<file path="src/rtl/dss_pkg.sv">
package dss_pkg;
  localparam int CELL_BYTES = 53;
  localparam int HEC_IDX    = 4;
  localparam int GEN_LEN    = 31;
  localparam int TAP_A      = 30;
  localparam int TAP_B      = 27;
  localparam logic [7:0] HEC_COSET = 8'h55;
  localparam logic [7:0] CRC_POLY  = 8'h07;

  typedef enum logic [1:0] {
    RX_HUNT     = 2'd0,
    RX_VERIFY   = 2'd1,
    RX_LOCKED   = 2'd2,
    RX_FALLBACK = 2'd3
  } rx_state_e;

  // eight generator steps: {keystream byte MSB first, next state}
  function automatic logic [GEN_LEN+7:0] gen_step8(input logic [GEN_LEN-1:0] s);
    logic [7:0] k;
    logic [GEN_LEN-1:0] t;
    t = s;
    k = '0;
    for (int b = 7; b >= 0; b--) begin
      k[b] = t[TAP_A];
      t = {t[GEN_LEN-2:0], t[TAP_A] ^ t[TAP_B]};
    end
    return {k, t};
  endfunction

  // bit-serial CRC-8 update, MSB of the data first
  function automatic logic [7:0] crc8_byte(input logic [7:0] c, input logic [7:0] d);
    logic [7:0] r;
    logic fb;
    r = c;
    for (int i = 7; i >= 0; i--) begin
      fb = r[7] ^ d[i];
      r = {r[6:0], 1'b0};
      if (fb) r = r ^ CRC_POLY;
    end
    return r;
  endfunction
endpackage

</file>
<file path="src/rtl/dss_keygen.sv">
module dss_keygen
  import dss_pkg::*;
#(
  parameter logic [GEN_LEN-1:0] SEED = '1
) (
  input  logic       clk,
  input  logic       rst_n,
  input  logic       adv,
  output logic [7:0] ks
);
  logic [GEN_LEN-1:0] state;
  logic [GEN_LEN-1:0] nxt;

  always_comb begin
    {ks, nxt} = gen_step8(state);
  end

  always_ff @(posedge clk) begin
    if (!rst_n)   state <= SEED;
    else if (adv) state <= nxt;
  end
endmodule

</file>
<file path="src/rtl/dss_tx.sv">
module dss_tx
  import dss_pkg::*;
(
  input  logic       clk,
  input  logic       rst_n,
  input  logic       active,
  input  logic       in_valid,
  input  logic       in_sof,
  input  logic [7:0] in_data,
  input  logic [7:0] ks,
  output logic       out_valid,
  output logic [7:0] out_data,
  output logic       hec_slot
);
  localparam int IW = $clog2(CELL_BYTES);

  logic [IW-1:0] cnt;
  logic [IW-1:0] cur;
  logic [7:0]    scr;
  logic [7:0]    crc;

  assign cur      = in_sof ? '0 : cnt;
  assign scr      = in_data ^ ks;
  assign hec_slot = (cur == IW'(HEC_IDX));

  always_ff @(posedge clk) begin
    if (!rst_n) begin
      cnt       <= '0;
      crc       <= '0;
      out_valid <= 1'b0;
      out_data  <= '0;
    end else begin
      out_valid <= in_valid;
      if (in_valid) begin
        cnt <= (cur == IW'(CELL_BYTES - 1)) ? cur : cur + IW'(1);
        if (cur < IW'(HEC_IDX))
          crc <= crc8_byte((cur == '0) ? 8'h00 : crc, scr);
        if (!active)       out_data <= in_data;
        else if (hec_slot) out_data <= crc ^ HEC_COSET;
        else               out_data <= scr;
      end
    end
  end
endmodule

</file>
<file path="src/rtl/dss_rx.sv">
module dss_rx
  import dss_pkg::*;
#(
  parameter int LOCK_CELLS = 6,
  parameter int FAIL_CELLS = 8
) (
  input  logic       clk,
  input  logic       rst_n,
  input  logic       active,
  input  logic       in_valid,
  input  logic       in_sof,
  input  logic [7:0] in_data,
  input  logic [7:0] ks,
  output logic       out_valid,
  output logic [7:0] out_data,
  output logic [1:0] status,
  output logic       hec_slot,
  output logic       m6,
  output logic       m8
);
  localparam int IW = $clog2(CELL_BYTES);
  localparam int GW = $clog2(LOCK_CELLS + 1);
  localparam int FW = $clog2(FAIL_CELLS + 1);

  logic [IW-1:0] cnt;
  logic [IW-1:0] cur;
  logic [7:0]    crc;
  logic [7:0]    exp_hec;
  logic [GW-1:0] good;
  logic [FW-1:0] fail;
  rx_state_e     st;
  logic          judge;
  logic          fail_out;
  logic          lock_in;

  assign cur      = in_sof ? '0 : cnt;
  assign hec_slot = (cur == IW'(HEC_IDX));
  assign exp_hec  = crc ^ HEC_COSET;
  assign m6       = (in_data[7:2] == exp_hec[7:2]);
  assign m8       = (in_data == exp_hec);
  assign judge    = active && in_valid && hec_slot;
  assign fail_out = ((32'(fail) + 32'd1) >= FAIL_CELLS);
  assign lock_in  = ((32'(good) + 32'd1) >= LOCK_CELLS);
  assign status   = st;

  always_ff @(posedge clk) begin
    if (!rst_n) begin
      cnt       <= '0;
      crc       <= '0;
      out_valid <= 1'b0;
      out_data  <= '0;
    end else begin
      out_valid <= in_valid;
      if (in_valid) begin
        cnt <= (cur == IW'(CELL_BYTES - 1)) ? cur : cur + IW'(1);
        if (cur < IW'(HEC_IDX))
          crc <= crc8_byte((cur == '0) ? 8'h00 : crc, in_data);
        if (active && st == RX_LOCKED && !hec_slot) out_data <= in_data ^ ks;
        else                                         out_data <= in_data;
      end
    end
  end

  always_ff @(posedge clk) begin
    if (!rst_n || !active) begin
      st   <= RX_HUNT;
      good <= '0;
      fail <= '0;
    end else if (judge) begin
      unique case (st)
        RX_HUNT: begin
          if (m6) begin
            st   <= RX_VERIFY;
            good <= '0;
            fail <= '0;
          end else if (fail_out) begin
            st <= RX_FALLBACK;
          end else begin
            fail <= fail + FW'(1);
          end
        end
        RX_VERIFY: begin
          if (m8) begin
            if (lock_in) begin
              st   <= RX_LOCKED;
              fail <= '0;
            end else begin
              good <= good + GW'(1);
            end
          end else if (fail_out) begin
            st <= RX_FALLBACK;
          end else begin
            st   <= RX_HUNT;
            fail <= fail + FW'(1);
          end
        end
        RX_LOCKED: begin
          if (!m8) st <= RX_HUNT;
        end
        default: st <= RX_FALLBACK;
      endcase
    end
  end
endmodule

</file>
<file path="src/rtl/dss_cell_scrambler.sv">
module dss_cell_scrambler
  import dss_pkg::*;
#(
  parameter int LOCK_CELLS = 6,
  parameter int FAIL_CELLS = 8,
  parameter logic [GEN_LEN-1:0] SEED = '1
) (
  input  logic       clk,
  input  logic       rst_n,
  input  logic       tx_en,
  input  logic       rx_en,
  input  logic       sss_en,
  input  logic       tx_valid,
  input  logic       tx_sof,
  input  logic [7:0] tx_data,
  input  logic       rx_valid,
  input  logic       rx_sof,
  input  logic [7:0] rx_data,
  output logic       tx_out_valid,
  output logic [7:0] tx_out_data,
  output logic       rx_out_valid,
  output logic [7:0] rx_out_data,
  output logic [1:0] rx_status
);
  logic [7:0] tx_ks;
  logic [7:0] rx_ks;
  logic       tx_act;
  logic       rx_act;
  logic       tx_hec_slot;
  logic       rx_hec_slot;
  logic       rx_m6;
  logic       rx_m8;

  assign tx_act = tx_en && !sss_en;
  assign rx_act = rx_en && !sss_en;

  dss_keygen #(.SEED(SEED)) u_tx_gen (
    .clk(clk), .rst_n(rst_n), .adv(tx_valid), .ks(tx_ks)
  );

  dss_keygen #(.SEED(SEED)) u_rx_gen (
    .clk(clk), .rst_n(rst_n), .adv(rx_valid), .ks(rx_ks)
  );

  dss_tx u_tx (
    .clk(clk), .rst_n(rst_n), .active(tx_act),
    .in_valid(tx_valid), .in_sof(tx_sof), .in_data(tx_data), .ks(tx_ks),
    .out_valid(tx_out_valid), .out_data(tx_out_data), .hec_slot(tx_hec_slot)
  );

  dss_rx #(.LOCK_CELLS(LOCK_CELLS), .FAIL_CELLS(FAIL_CELLS)) u_rx (
    .clk(clk), .rst_n(rst_n), .active(rx_act),
    .in_valid(rx_valid), .in_sof(rx_sof), .in_data(rx_data), .ks(rx_ks),
    .out_valid(rx_out_valid), .out_data(rx_out_data), .status(rx_status),
    .hec_slot(rx_hec_slot), .m6(rx_m6), .m8(rx_m8)
  );
endmodule

</file>
<file path="config.mk">
export PLATFORM = sky130hd
export DESIGN_NAME = dss_cell_scrambler
export DESIGN_NICKNAME = d
export VERILOG_FILES = /design/src/rtl/dss_pkg.sv /design/src/rtl/dss_keygen.sv /design/src/rtl/dss_tx.sv /design/src/rtl/dss_rx.sv /design/src/rtl/dss_cell_scrambler.sv
export SDC_FILE = /design/constraint.sdc
export NUM_CORES = 1
export LEC_CHECK = 0
export ABC_AREA = 1
export BUFFER_PORTS_ARGS = -buffer_cell sky130_fd_sc_hd__buf_4
export CAP_MARGIN = 10
export CORE_MARGIN = 2
export CORE_UTILIZATION = 54
export CTS_CLUSTER_SIZE = 28
export DETAILED_ROUTE_END_ITERATION = 12
export PLACE_DENSITY = 0.85
export SLEW_MARGIN = 20
export SYNTH_ARGS = -nofsm -noshare
export SYNTH_HDL_FRONTEND = slang
export SYNTH_SLANG_ARGS = --single-unit
</file>
<file path="constraint.sdc">
create_clock -name clk -period 6.5 [get_ports clk]
set_input_delay 1.95 -clock clk [delete_from_list [all_inputs] [get_ports clk]]
set_output_delay 1.95 -clock clk [all_outputs]
set_load 0.01 [all_outputs]
</file>
* Word level (Yosys, flattened, before mapping) *
Cells that the tools add are included.

cells by class
  add/sub/neg operators = 6
  $lt $le $gt $ge = 4
  eq/ne operators = 14
  muxes and demuxes = 83
  bitwise logic cells = 52
  reduce and logical (&&, ||, !) cells = 20

operator list
  operator             number
  $mux 8               47
  $mux 3               19
  $not 3->3            16
  $ge 32x3->1 const B  1
  $ge 32x4->1 const B  1
  $xor 1x1->1          32
  $mux 6               4
  $mux 4               4
  $xor 8x8->8          2
  $add 6x1->6 const B  2
  $eq 6x3->1 const B   2
  $eq 6x6->1 const B   2
  $logic_not 6->1      2
  $lt 6x3->1 const B   2
  $mux 2               6
  $eq 8x8->1           1
  $ne 2x2->1 const B   4
  $not 4->4            2
  $pmux 4 s2           1
  $eq 6x6->1           1
  $logic_and 1x1->1    6
  $ne 3x2->1 const B   2
  $pmux 2 s3           1
  $pmux 3 s2           1
  14 further kinds     18

word-level totals
  flip-flop bits (word level) = 117
  input bits = 25
  output and inout port bits = 20
  logic and storage cells = 192

* Depth between registers and ports, before layout *
Gate-level depths: netlist (run 1).

  depth after elaboration = 40
  mapped depth = 17
  mapped depth without buffers = 17

* Modules after synthesis *
From an unflattened synthesis (run 1), not the netlist that was laid out.

unflattened totals
  cell total of the unflattened synthesis = 918
  area total of the unflattened synthesis = 6443.7 um2

modules (own cells, without submodules)
  module              times used  cells an instance  area each (um2)  seq. area each (um2)
  dss_keygen          2           159                1217.4           620.6
  dss_rx              1           348                2287.2           640.6
  dss_tx              1           248                1706.6           460.4
  dss_cell_scrambler  1           4                  15.0             0.0

* Worst setup path before layout (run 1) *
OpenSTA, ideal clock, no wires.

  path type = input -> register
  from = input rx_sof
  to = register u_rx.fail[2]
  setup time = 122 ps
  arrival = 3364 ps
  required time = 6378 ps
  path slack = 3014 ps
  stages on the path = 12
  buffers on the path = 0
  path through = nor2_1 > inv_1 > ha_1 > inv_1 > nor3_4 > nand2_4 > nor3_4 > nand2_2 > a21oi_2 > inv_2 > nor3_1 > nor3b_2

on the way
  longest elaborated chain between the ends = 4

ends and longest elaborated chain
  element                     RTL line                  RTL
  from (decl)                 dss_cell_scrambler.sv:17  input logic rx_sof,
  $mux 6                      dss_rx.sv:36              assign cur = in_sof ? '0 : cnt;
  $eq 6x3->1                  dss_rx.sv:37              assign hec_slot = (cur == IW'(HEC_IDX));
  $logic_and 1x1->1           dss_rx.sv:41              assign judge = active && in_valid && hec_slot;
  $reduce_and 3->1 (no line)  n/a
  to (signal assigned)        dss_rx.sv:79              fail <= fail + FW'(1);
  to (signal assigned)        dss_rx.sv:94              fail <= fail + FW'(1);
  to (decl)                   dss_rx.sv:30              logic [FW-1:0] fail;

Every way passes these cells.
A chain may end at the register's enable or synchronous reset.

* Final worst setup path (run 1) *
  from = input rx_valid
  to = register u_rx.crc[7]

on the way
  longest elaborated chain between the ends = 1

ends and longest elaborated chain
  element                     RTL line                  RTL
  from (decl)                 dss_cell_scrambler.sv:16  input logic rx_valid,
  $reduce_and 2->1 (no line)  n/a
  to (signal assigned)        dss_rx.sv:57              crc <= crc8_byte((cur == '0) ? 8'h00 : crc, in_data);
  to (decl)                   dss_rx.sv:27              logic [7:0] crc;

Every way passes these cells.

==> impl_metrics.yaml, run 1 <==
timing:
  finalClockSkew_ns: 0.00889
  setup-tns-final_ns: 0
  final.min_clock_period_ns: 3.70
  fin_hold_ws_ns: 0.452
  maxSlewViolCount: 0
  timing.slew.headroom: 0.423
  post-route-period-util: 0.570
  unrepaired_setup_endpoints_after_global_routing: "false"
  clock.fmax_ghz: 0.270
  final-hold-violation-count: 0
  tightestPinTransition_ns: 0.862
  setup_viol: 0
drt:
  firstDrtPassIters: 5
  drt-total-wl_um: 14100
  route.detailed.drc: 0
  route.antenna.remaining_nets: 0
  via_density_per_instance: 5.44
  met2WireLength_um: 6630
  num_vias: 5690
  routed_wire_length_per_instance_um: 13.4
  route.met3.wl_um: 774
  drt_first_iter_violations: 461
  m1WireLength_um: 6430
  top_routing_layer_used: "met4"
power_and_ir_drop:
  power.internal_w: 0.00154
  clkPwrFrac: 0.456
  ir_worst_vdd_mv: 0.161
  power.share.sequential: 0.386
  leakagePower_nw: 3.42
  cellPowerDensity_mw_per_mm2: 298
  combPwrFrac: 0.158
  switching_share: 0.271
  p_sw_w: 0.000572
die:
  row_count: 38
  die_height_um: 110
  die_width_um: 110
  core_region_area_sq_mm: 0.0109
  start_util: 0.557
  dieArea_sq_mm: 0.0122
  io-pin-count: 45
flow_run:
  drv_cap: 0
place:
  gp_congestion: 0.885
  io_buffers: 44
  dp_hpwl_um: 8870
  area_after_dpl_sq_mm: 0.00646
  placed_cells: 1014
critical_path:
  cp_top_family: "buffers and inverters"
  r2r.worst_path.cells: 13
  crit_cells: 6
  timing.critical_path.from_type: "input pin"
  crit_path_cell_trace: "buf_4 > inv_2 > nor2_1 > inv_1 > o21bai_1 > inv_1"
  critPathMaxStageDelay_ns: 0.79
  critical_path_required_ns: 6.80
  r2r_setup_slack_ns: 4.36
  endpoint_kind: "flip-flop"
  crit_path_frequent_cell: "sky130_fd_sc_hd__inv_1"
  path_class: "in -> reg"
  worst-endpoint-arrival_ns: 4.01
  worst-path-max-fanout: 46
  slowest_stage: "sky130_fd_sc_hd__nor2_1"
  critPathBufInv: 4
synth:
  postSynth.topFlopCell: "sky130_fd_sc_hd__dfxtp_1"
  netlist.area_leader.share: 0.384
  seq_area_frac_synth: 0.384
  synth_simple_gate_area_frac: 0.293
  syn_inst: 864
  synthXorXnorAreaFrac: 0.0589
  synth_area_per_cell_sq_um: 7.06
  syn-num-nets: 897
  synthesis.area_sq_mm: 0.00610
  postSynth.asyncResetShare: 0
  synth.area.mux_share: 0
  post_synth_num_cell_types: 38
  post-synth-top-count-cell: "sky130_fd_sc_hd__nand2_1"
  post_synth_main_area_contributors: "sky130_fd_sc_hd__dfxtp_1 38%, sky130_fd_sc_hd__nand2_1 15%, sky130_fd_sc_hd__nand3_1 7.3%"
  yosys_register_bits: 117
  synth_warn: 0
  synth-compound-area-share: 0.163
  synth-adder-area-share: 0.0164
  main_combinational_cell_family_by_area_after_synthesis: "simple AND/OR/NAND/NOR gates"
  ys_top_cells_by_count: "238 x sky130_fd_sc_hd__nand2_1, 117 x sky130_fd_sc_hd__dfxtp_1, 89 x sky130_fd_sc_hd__nand3_1, 87 x sky130_fd_sc_hd__inv_1, 80 x sky130_fd_sc_hd__a21oi_1"
  synth_area_leader_cell: "sky130_fd_sc_hd__dfxtp_1"
  edff_count_synth: 0
run_status:
  run_status: "completed"
clock_network:
  tritoncts.num_buffers: 17
  cts.sink_count: 117
  cts.root.buffer_cell: "sky130_fd_sc_hd__clkbuf_16"
  post_cts.resized_instances: 0
  cts.reportedPaths.clkPinSlew_ns: 0.06
  postCtsHoldBufs: 0
  clock_tree_from_tritoncts: "done"
  insertion_delay_ns: 0.42
  htree_num_levels: 4
  number_of_buffers_added_for_setup_after_cts: 0
  clockBufferDepth: 2
worst_hold_path:
  worst_hold_path_type: "reg -> reg"
  timing.hold.worst_path_depth: 2
layout:
  area_growth_syn_to_layout_pct: 16.1
  number_of_nets_in_the_final_layout: 926
  design_area_sq_mm: 0.00708
  layout-drive-gt1-share: 0.139
  diodes: 0
  finalNonFillerCells: 1046
grt:
  grt_ovf: 0
  first_pass_grt_wire_length_um: 23100
  grt_util_all_layers: 0.241
  grt_max_degree: 82
  vias_in_the_first_global_route: 5100
  antenna_violations_before_repair: 0
-- flip-flops by register name, indices dropped and copies added, names as in the netlist --
name,cells
u_rx.cnt,6
u_rx.crc,8
u_rx_gen.state,31
u_tx.crc,8
u_rx.good,3
u_tx.out_valid,1
u_rx.status,2
u_rx.out_valid,1
u_rx.out_data,8
u_tx.cnt,6
u_rx.fail,4
u_tx.out_data,8
u_tx_gen.state,31
-- routing by layer --
metal | GRT usage | vias to the layer above
li1 | - | 2872
met1 | 0.318 | 2645
met2 | 0.384 | 150
met3 | 0.0647 | 23
met4 | 0.0795 | 0
met5 | 0 | -
-- final timing paths --
| kind | startpoint | to |
|---|---|---|
| worst max register to register | u_rx.cnt[0]$_SDFFE_PN0P_ | u_rx.fail[0]$_SDFFE_PP0P_ |
| worst max-delay path | rx_valid | u_rx.crc[7]$_SDFFE_PN0P_ |
| worst min-delay path | u_rx.fail[3]$_SDFFE_PP0P_ | u_rx.fail[3]$_SDFFE_PP0P_ |
| worst min register to register | u_rx.fail[3]$_SDFFE_PP0P_ | u_rx.fail[3]$_SDFFE_PP0P_ |
-- power by group through the flow --
stage	Clock, W	Sequential (W)	Combinational [W]
final	0.000963	0.000814	0.000333
after global placement	0	0.000825	0.000315
after floorplan	0	0.000819	0.000251
after CTS	0.000971	0.000812	0.000331
after detailed placement	0	0.000826	0.000324
after global routing	0.00101	0.000820	0.000376
-- layout make-up --
type	instances	area (sq um)
Clock buffer	24	492
Clock inverter	8	121
Fill cell	919	3860
Inverter	98	368
Multi-Input combinational cell	613	3230
Sequential cell	117	2340
Tap cell	140	175
Timing Repair Buffer	46	345
-- logic make-up after synthesis --
| kind of cell | count (synthesis) |
|---|---|
| adders and majority gates | 8 |
| xor gates and xnor gates | 35 |
| AOI/OAI and AO/OA | 170 |
| DFF | 117 |
| buffers and inverters | 134 |
| and+or+nand+nor | 400 |
-- cells in the final DEF, fill, tap and decap left out, types with 11 or more instances in the layout --
cell type and count:
sky130_fd_sc_hd__nor2_1 36, sky130_fd_sc_hd__nand3_1 89, sky130_fd_sc_hd__xnor2_1 17, sky130_fd_sc_hd__o21ai_0 47
sky130_fd_sc_hd__xor2_1 11, sky130_fd_sc_hd__clkbuf_16 17, sky130_fd_sc_hd__a21oi_1 80, sky130_fd_sc_hd__nand2_1 238
sky130_fd_sc_hd__buf_4 46, sky130_fd_sc_hd__dfxtp_1 117, sky130_fd_sc_hd__inv_1 87
-- metrics by stage --
stage | power [W] | setup slack, ns | util
after CTS | 0.00211 | 2.88 | 0.647
after detailed placement | 0.00115 | 2.47 | 0.591
after global placement | 0.00114 | 2.52 | 0.591
after global routing | 0.00220 | 2.61 | 0.647
final | 0.00211 | 2.80 | 0.647
after floorplan | 0.00107 | 3.01 | -
-- worst min-delay path, cell delays in order, from the launching register on --
cell,delay (ns)
sky130_fd_sc_hd__dfxtp_1,0.31
sky130_fd_sc_hd__nand2_1,0.06
sky130_fd_sc_hd__nor2_1,0.04
(Power assumes the default switching activity.)
==> run 2: changes to the inputs <==
--- a/config.mk
+++ b/config.mk
@@ -5,14 +5,14 @@
 export SDC_FILE = /design/constraint.sdc
 export NUM_CORES = 1
 export LEC_CHECK = 0
-export ABC_AREA = 1
+export ABC_AREA = 0
 export BUFFER_PORTS_ARGS = -buffer_cell sky130_fd_sc_hd__buf_4
 export CAP_MARGIN = 10
 export CORE_MARGIN = 2
 export CORE_UTILIZATION = 54
 export CTS_CLUSTER_SIZE = 28
 export DETAILED_ROUTE_END_ITERATION = 12
-export PLACE_DENSITY = 0.85
+export PLACE_DENSITY = 0.88
 export SLEW_MARGIN = 20
 export SYNTH_ARGS = -nofsm -noshare
 export SYNTH_HDL_FRONTEND = slang
==> constraint.sdc (replaced) <==
create_clock -name clk -period 3.4 [get_ports clk]
set_input_delay 1.02 -clock clk [delete_from_list [all_inputs] [get_ports clk]]
set_output_delay 1.02 -clock clk [all_outputs]
set_load 0.01 [all_outputs]
==> run 2 against run 1 <==
  * Flip-flop and latch count stayed put
  * Final area is 0.41% higher
  * Wire length is 1.4% lower
  * Clock skew is 0.0013 ns lower
  * Clock power is 100% higher
  * First-iteration DRC count is 5.0% higher
  * Core utilization is 0.26 points higher
  * Synthesized cell count is 16% lower
  * Hold slack better by 0.015 ns
  * Non-clock buffer count is 4 higher
==> impl_metrics.yaml, run 2 <==
critical_path:
  timing.critical_path.from_type: "input pin"
  path_class: "in -> reg"
  endpoint_kind: "flip-flop"
  crit_path_cell_trace: "buf_4 > nand2b_1 > ha_1 > nand3b_1 > or4_1 > and3_1 > o21ai_0 > o211ai_1 > a21oi_1"
  critPathMaxStageDelay_ns: 0.63
  critPathBufInv: 1
  slowest_stage: "sky130_fd_sc_hd__or4_1"
  critical_path_required_ns: 3.72
  worst-path-max-fanout: 13
  cp_top_family: "simple AND/OR/NAND/NOR gates"
  worst-endpoint-arrival_ns: 2.97
layout:
  area_growth_syn_to_layout_pct: 16.8
  diodes: 0
  layout-drive-gt1-share: 0.123
  layout.cells.most_common: "sky130_fd_sc_hd__dfxtp_1"
  layout_top_registers: "u_rx_gen.state: 31 flops, u_tx_gen.state: 31 flops"
  final.fill_count: 855
  number_of_nets_in_the_final_layout: 780
  mostFrequentLayoutCells: "117 x sky130_fd_sc_hd__dfxtp_1, 101 x sky130_fd_sc_hd__nand2_1, 86 x sky130_fd_sc_hd__nor2_1, 53 x sky130_fd_sc_hd__mux2i_1"
  post-route-util: 0.650
synth:
  edff_count_synth: 0
  ys_top_cells_by_count: "117 x sky130_fd_sc_hd__dfxtp_1, 101 x sky130_fd_sc_hd__nand2_1, 86 x sky130_fd_sc_hd__nor2_1, 53 x sky130_fd_sc_hd__mux2i_1, 50 x sky130_fd_sc_hd__xnor2_1"
  syn-num-nets: 756
  synth_area_per_cell_sq_um: 8.42
  yosys_register_bits: 117
  syn_inst: 723
  synthesis.area_sq_mm: 0.00608
  postSynth.asyncResetShare: 0
  seq_area_frac_synth: 0.385
  synth_warn: 0
  post_synth_num_cell_types: 55
  post-synth-top-count-cell: "sky130_fd_sc_hd__dfxtp_1"
  post_synth_main_area_contributors: "sky130_fd_sc_hd__dfxtp_1 38%, sky130_fd_sc_hd__mux2i_1 8.7%, sky130_fd_sc_hd__xnor2_1 7.2%"
  postSynth.topFlopCell: "sky130_fd_sc_hd__dfxtp_1"
  synth_area_leader_cell: "sky130_fd_sc_hd__dfxtp_1"
  netlist.area_leader.share: 0.385
timing:
  final-hold-violation-count: 0
  unrepaired_setup_endpoints_after_global_routing: "false"
  final.min_clock_period_ns: 2.66
  tightestPinTransition_ns: 0.891
  finalClockSkew_ns: 0.00757
  maxSlewViolCount: 0
  setup-tns-final_ns: 0
  clock.fmax_ghz: 0.376
  setup_viol: 0
  timing.slew.headroom: 0.403
  post-route-period-util: 0.782
die:
  io-pin-count: 45
  core_region_area_sq_mm: 0.0109
  dieArea_sq_mm: 0.0121
  row_count: 38
  die_width_um: 110
  start_util: 0.556
  die_height_um: 110
drt:
  num_vias: 5112
  route.antenna.remaining_nets: 0
  routed_wire_length_per_instance_um: 15.4
  via_density_per_instance: 5.69
  firstDrtPassIters: 7
  route.detailed.drc: 0
  drt_first_iter_violations: 484
  drt-total-wl_um: 13900
place:
  io_buffers: 44
  gp_congestion: 0.935
  dp_hpwl_um: 8650
clock_network:
  tritoncts.num_buffers: 17
  cts.root.buffer_cell: "sky130_fd_sc_hd__clkbuf_16"
  cts.sink_count: 117
  post_cts.resized_instances: 0
  htree_num_levels: 4
  clock_tree_from_tritoncts: "done"
  clockBufferDepth: 2
  postCtsHoldBufs: 0
  number_of_buffers_added_for_setup_after_cts: 0
  insertion_delay_ns: 0.41
  cts.reportedPaths.clkPinSlew_ns: 0.05
grt:
  grt_ovf: 0
  grt_max_degree: 67
  antenna_violations_before_repair: 0
  first_pass_grt_wire_length_um: 22900
  vias_in_the_first_global_route: 4930
  grt_util_all_layers: 0.241
flow_run:
  drv_cap: 0
power_and_ir_drop:
  leakagePower_nw: 2.91
  cellPowerDensity_mw_per_mm2: 559
  ir_worst_vdd_mv: 0.364
worst_hold_path:
  worst_hold_path_type: "reg -> reg"
run_status:
  run_status: "completed"
-- run 2: cell count changes in the layout (fill, tap and decap cells not counted), sizes merged, moves of 11 or more --
cell	change
inv	-88
xnor2	+32
a211oi	+18
o21ai	-11
and3	+12
mux2i	+53
nor2	+47
nand3	-84
nand2	-150
a21oi	-50
xor2	+20
-- run 2: report_power, final --
group | switching (W) | total (W) | internal, W | leakage [nW]
sequential | 0.0000700 | 0.00152 | 0.00145 | 0.961
clock | 0.000609 | 0.00193 | 0.00132 | 0.311
combinational | 0.000283 | 0.000533 | 0.000250 | 1.63
total | 0.000962 | 0.00397 | 0.00301 | 2.91
-- run 2: logic make-up (layout without fill, tap and decap cells) --
family,after synthesis,in the layout,share of synthesized area
DFF,117,117,0.385
AOI/OAI and AO/OA,135,135,0.135
muxes,54,54,0.0890
and+or+nand+nor,263,263,0.196
xor gates and xnor gates,91,91,0.144
buffers and inverters,55,91,0.0343
adders and majority gates,8,8,0.0165
-- run 2: final timing paths --
kind | start | endpoint | slack [ns] | cells after the start
setup / recovery | tx_sof | u_tx.out_data[1]$_SDFFE_PN0P_ | 0.74 | 9
hold / removal | u_rx_gen.state[2]$_SDFFE_PN1P_ | u_rx_gen.state[10]$_SDFFE_PN1P_ | 0.47 | 2
setup reg to reg | u_tx.cnt[3]$_SDFFE_PN0P_ | u_tx.crc[7]$_SDFFE_PN0P_ | 0.98 | 6
hold reg to reg | u_rx_gen.state[2]$_SDFFE_PN1P_ | u_rx_gen.state[10]$_SDFFE_PN1P_ | 0.47 | 2
-- run 2: layer usage --
metal / GRT usage / wire [um] / share of wire / vias to the layer above
met2: 0.384 / 6580 / 0.48 / 180
met5: 0 / 0 / 0 / -
met3: 0.0529 / 798 / 0.058 / 42
met4: 0.140 / 485 / 0.035 / 0
li1: - / - / - / 2538
met1: 0.299 / 5980 / 0.43 / 2352
-- run 2: cell type report --
type                            instances  area [sq um]  area share
Multi-Input combinational cell        551          3530       0.497
Clock buffer                           23           498      0.0701
Sequential cell                       117          2340       0.330
Clock inverter                          8           145      0.0204
Tap cell                              140           175      0.0246
Timing Repair Buffer                   50           375      0.0528
Inverter                               10          37.5     0.00528
-- run 2: per-stage QoR --
stage               power (W)  instance area [sq um]  hold WS, ns  std cells  setup slack (ns)
floorplan             0.00192                   6080        0.439        723             0.483
global placement      0.00204                   6460        0.449        868             0.432
detailed placement    0.00205                   6460        0.456        868             0.375
CTS                   0.00398                   7110        0.467        899             0.744
global route          0.00411                   7110        0.492        899             0.514
finish                0.00397                   7110        0.467        899             0.742
-- run 2: worst min-delay path, delay by kind of cell, from the launching register on --
family	cells	cell delay [ns]
multiplexers	1	0.06
flip-flops	1	0.32
AND/OR/NAND/NOR	1	0.05
==> run 3: changes to the inputs <==
==> constraint.sdc (replaced) <==
create_clock -name clk -period 2.4 [get_ports clk]
set_input_delay 0.72 -clock clk [delete_from_list [all_inputs] [get_ports clk]]
set_output_delay 0.72 -clock clk [all_outputs]
set_load 0.01 [all_outputs]
==> run 3 against run 2 <==
  * Final area increased by 3.8%
  * Final cell count increased by 4.4%
  * Non-clock buffer count increased by 39
  * Sequential power increased by 41%
  * Global-route usage increased by 1.4 points
  * Critical path depth decreased by 1
  * Combinational power increased by 54%
  * Core utilization increased by 2.5 points
  * First-iteration DRC count increased by 3.1%
  * Largest power group unchanged
==> impl_metrics.yaml, run 3 (synthesized netlist as in run 2, its figures left out) <==
power_and_ir_drop:
  ir_worst_vdd_mv: 0.464
  leakagePower_nw: 3.07
  cellPowerDensity_mw_per_mm2: 727
  design_power_total_w: 0.00536
critical_path:
  worst-path-max-fanout: 6
  crit-reg2reg-capture: "u_rx.good[0]$_SDFFE_PP0P_"
  worst-endpoint-arrival_ns: 2.59
  critical_path_required_ns: 2.74
  r2r_setup_slack_ns: 0.15
  timing.critical_path.from_type: "flip-flop"
  timing.rr.start: "u_rx.good[1]$_SDFFE_PP0P_"
  r2r.worst_path.cells: 8
  endpoint_kind: "flip-flop"
  path_class: "reg -> reg"
place:
  io_buffers: 44
  gp_congestion: 0.923
  dp_hpwl_um: 9750
timing:
  tightestPinTransition_ns: 0.682
  maxSlewViolCount: 0
  setup_viol: 0
  final-hold-violation-count: 0
  fin_hold_ws_ns: 0.473
  final.min_clock_period_ns: 2.25
  post-route-period-util: 0.938
  finalClockSkew_ns: 0.00827
  timing.slew.headroom: 0.540
  clock.fmax_ghz: 0.444
clock_network:
  cts.sink_count: 117
  tritoncts.num_buffers: 17
  clockBufferDepth: 2
  htree_num_levels: 4
  insertion_delay_ns: 0.42
  cts.reportedPaths.clkPinSlew_ns: 0.06
  postCtsHoldBufs: 0
  clock_tree_from_tritoncts: "done"
  cts.root.buffer_cell: "sky130_fd_sc_hd__clkbuf_16"
grt:
  first_pass_grt_wire_length_um: 24100
  antenna_violations_before_repair: 0
  grt_max_degree: 64
  grt_ovf: 0
  grt_util_all_layers: 0.255
  vias_in_the_first_global_route: 5155
worst_hold_path:
  timing.hold.worst_path_depth: 2
  timing.hold.worst.start: "u_tx_gen.state[9]$_SDFFE_PN1P_"
  timing.hold.worst_endpoint: "u_tx_gen.state[9]$_SDFFE_PN1P_"
  worst_hold_path_type: "reg -> reg"
layout:
  number_of_nets_in_the_final_layout: 819
  area_growth_syn_to_layout_pct: 21.2
  layout.cells.most_common: "sky130_fd_sc_hd__dfxtp_1"
  mostFrequentLayoutCells: "117 x sky130_fd_sc_hd__dfxtp_1, 101 x sky130_fd_sc_hd__nand2_1, 87 x sky130_fd_sc_hd__buf_4, 86 x sky130_fd_sc_hd__nor2_1, 53 x sky130_fd_sc_hd__mux2i_1"
  final.fill_count: 772
  diodes: 0
  layout_top_registers: "u_rx_gen.state: 31 flops, u_tx_gen.state: 31 flops"
  layout-drive-gt1-share: 0.174
drt:
  num_vias: 5482
  route.antenna.remaining_nets: 0
  via_density_per_instance: 5.84
  route.detailed.drc: 0
  drt-total-wl_um: 14900
  drt_first_iter_violations: 499
  routed_wire_length_per_instance_um: 15.9
  firstDrtPassIters: 5
die:
  row_count: 38
  start_util: 0.556
  dieArea_sq_mm: 0.0121
  io-pin-count: 45
  die_height_um: 110
  die_width_um: 110
  core_region_area_sq_mm: 0.0109
run_status:
  run_status: "completed"
flow_run:
  drv_cap: 0
run 3: changes by cell type in the layout (fill, tap and decap cells not counted), moves of 2 or more:
cell	change
sky130_fd_sc_hd__clkinv_2	-2
sky130_fd_sc_hd__buf_4	+37
sky130_fd_sc_hd__clkbuf_8	-5
sky130_fd_sc_hd__clkinv_4	+5
sky130_fd_sc_hd__inv_6	+5
sky130_fd_sc_hd__inv_8	+3
sky130_fd_sc_hd__buf_12	+2
sky130_fd_sc_hd__bufinv_16	-4
run 3: layer usage:
metal | vias up | global-route usage | wire length (um)
met3 | 47 | 0.0500 | 910
met2 | 216 | 0.435 | 7500
li1 | 2630 | - | -
met4 | 0 | 0.121 | 354
met1 | 2589 | 0.307 | 6180
met5 | - | 0 | 0
run 3: stage by stage:
step           instance area, sq um  std cells  setup TNS [ns]  setup WS (ns)  utilization
3_5_place_dp                   6810        907          -0.674         -0.201        0.623
3_3_place_gp                   6810        907          -0.235         -0.151        0.623
6_report                       7380        939               0          0.148        0.675
5_1_grt                        7380        939         -0.0211        -0.0137        0.675
4_1_cts                        7370        939               0          0.115        0.674
2_1_floorplan                  6140        723         -0.0678        -0.0346            -
run 3: critical path, stage by stage, from the launching register on:
cell	delay, ns
sky130_fd_sc_hd__dfxtp_1	0.37
sky130_fd_sc_hd__inv_1	0.06
sky130_fd_sc_hd__ha_1	0.30
sky130_fd_sc_hd__nor2b_1	0.19
sky130_fd_sc_hd__o21ai_0	0.13
sky130_fd_sc_hd__a21oi_2	0.25
sky130_fd_sc_hd__a31oi_1	0.23
sky130_fd_sc_hd__or4_1	0.46
sky130_fd_sc_hd__a21oi_1	0.18
run 3: worst max-delay path by stage:
stage | endpoint | start | cells after the start
floorplan | u_tx.crc[2]$_SDFFE_PN0P_ | tx_sof | 9
global placement | u_tx.crc[2]$_SDFFE_PN0P_ | tx_data[6] | 7
detailed placement | u_tx.crc[2]$_SDFFE_PN0P_ | tx_data[6] | 7
CTS | u_rx.good[0]$_SDFFE_PP0P_ | u_rx.good[1]$_SDFFE_PP0P_ | 8
global route | u_rx.good[0]$_SDFFE_PP0P_ | u_rx.good[1]$_SDFFE_PP0P_ | 8
finish | u_rx.good[0]$_SDFFE_PP0P_ | u_rx.good[1]$_SDFFE_PP0P_ | 8
run 3: layout make-up:
type                    count  area, sq um  share of cell area
multi-input cells         551         3570               0.484
inverters                  10         37.5             0.00509
repair buffers             89          693              0.0940
flip-flops and latches    117         2340               0.318
clock inverters            15          136              0.0185
well taps                 140          175              0.0237
clock buffers              17          425              0.0577
run 3: report_power, final:
group          internal [W]  switching, W
registers           0.00205     0.0000997
clock network       0.00136       0.00103
logic              0.000408      0.000415
run 3: what timing repair did:
action / 4_1_cts / 5_1_grt
endpoints found under the setup margin: 0 / 3
setup buffers: 0 / 0
gates resized for setup: 0 / 1
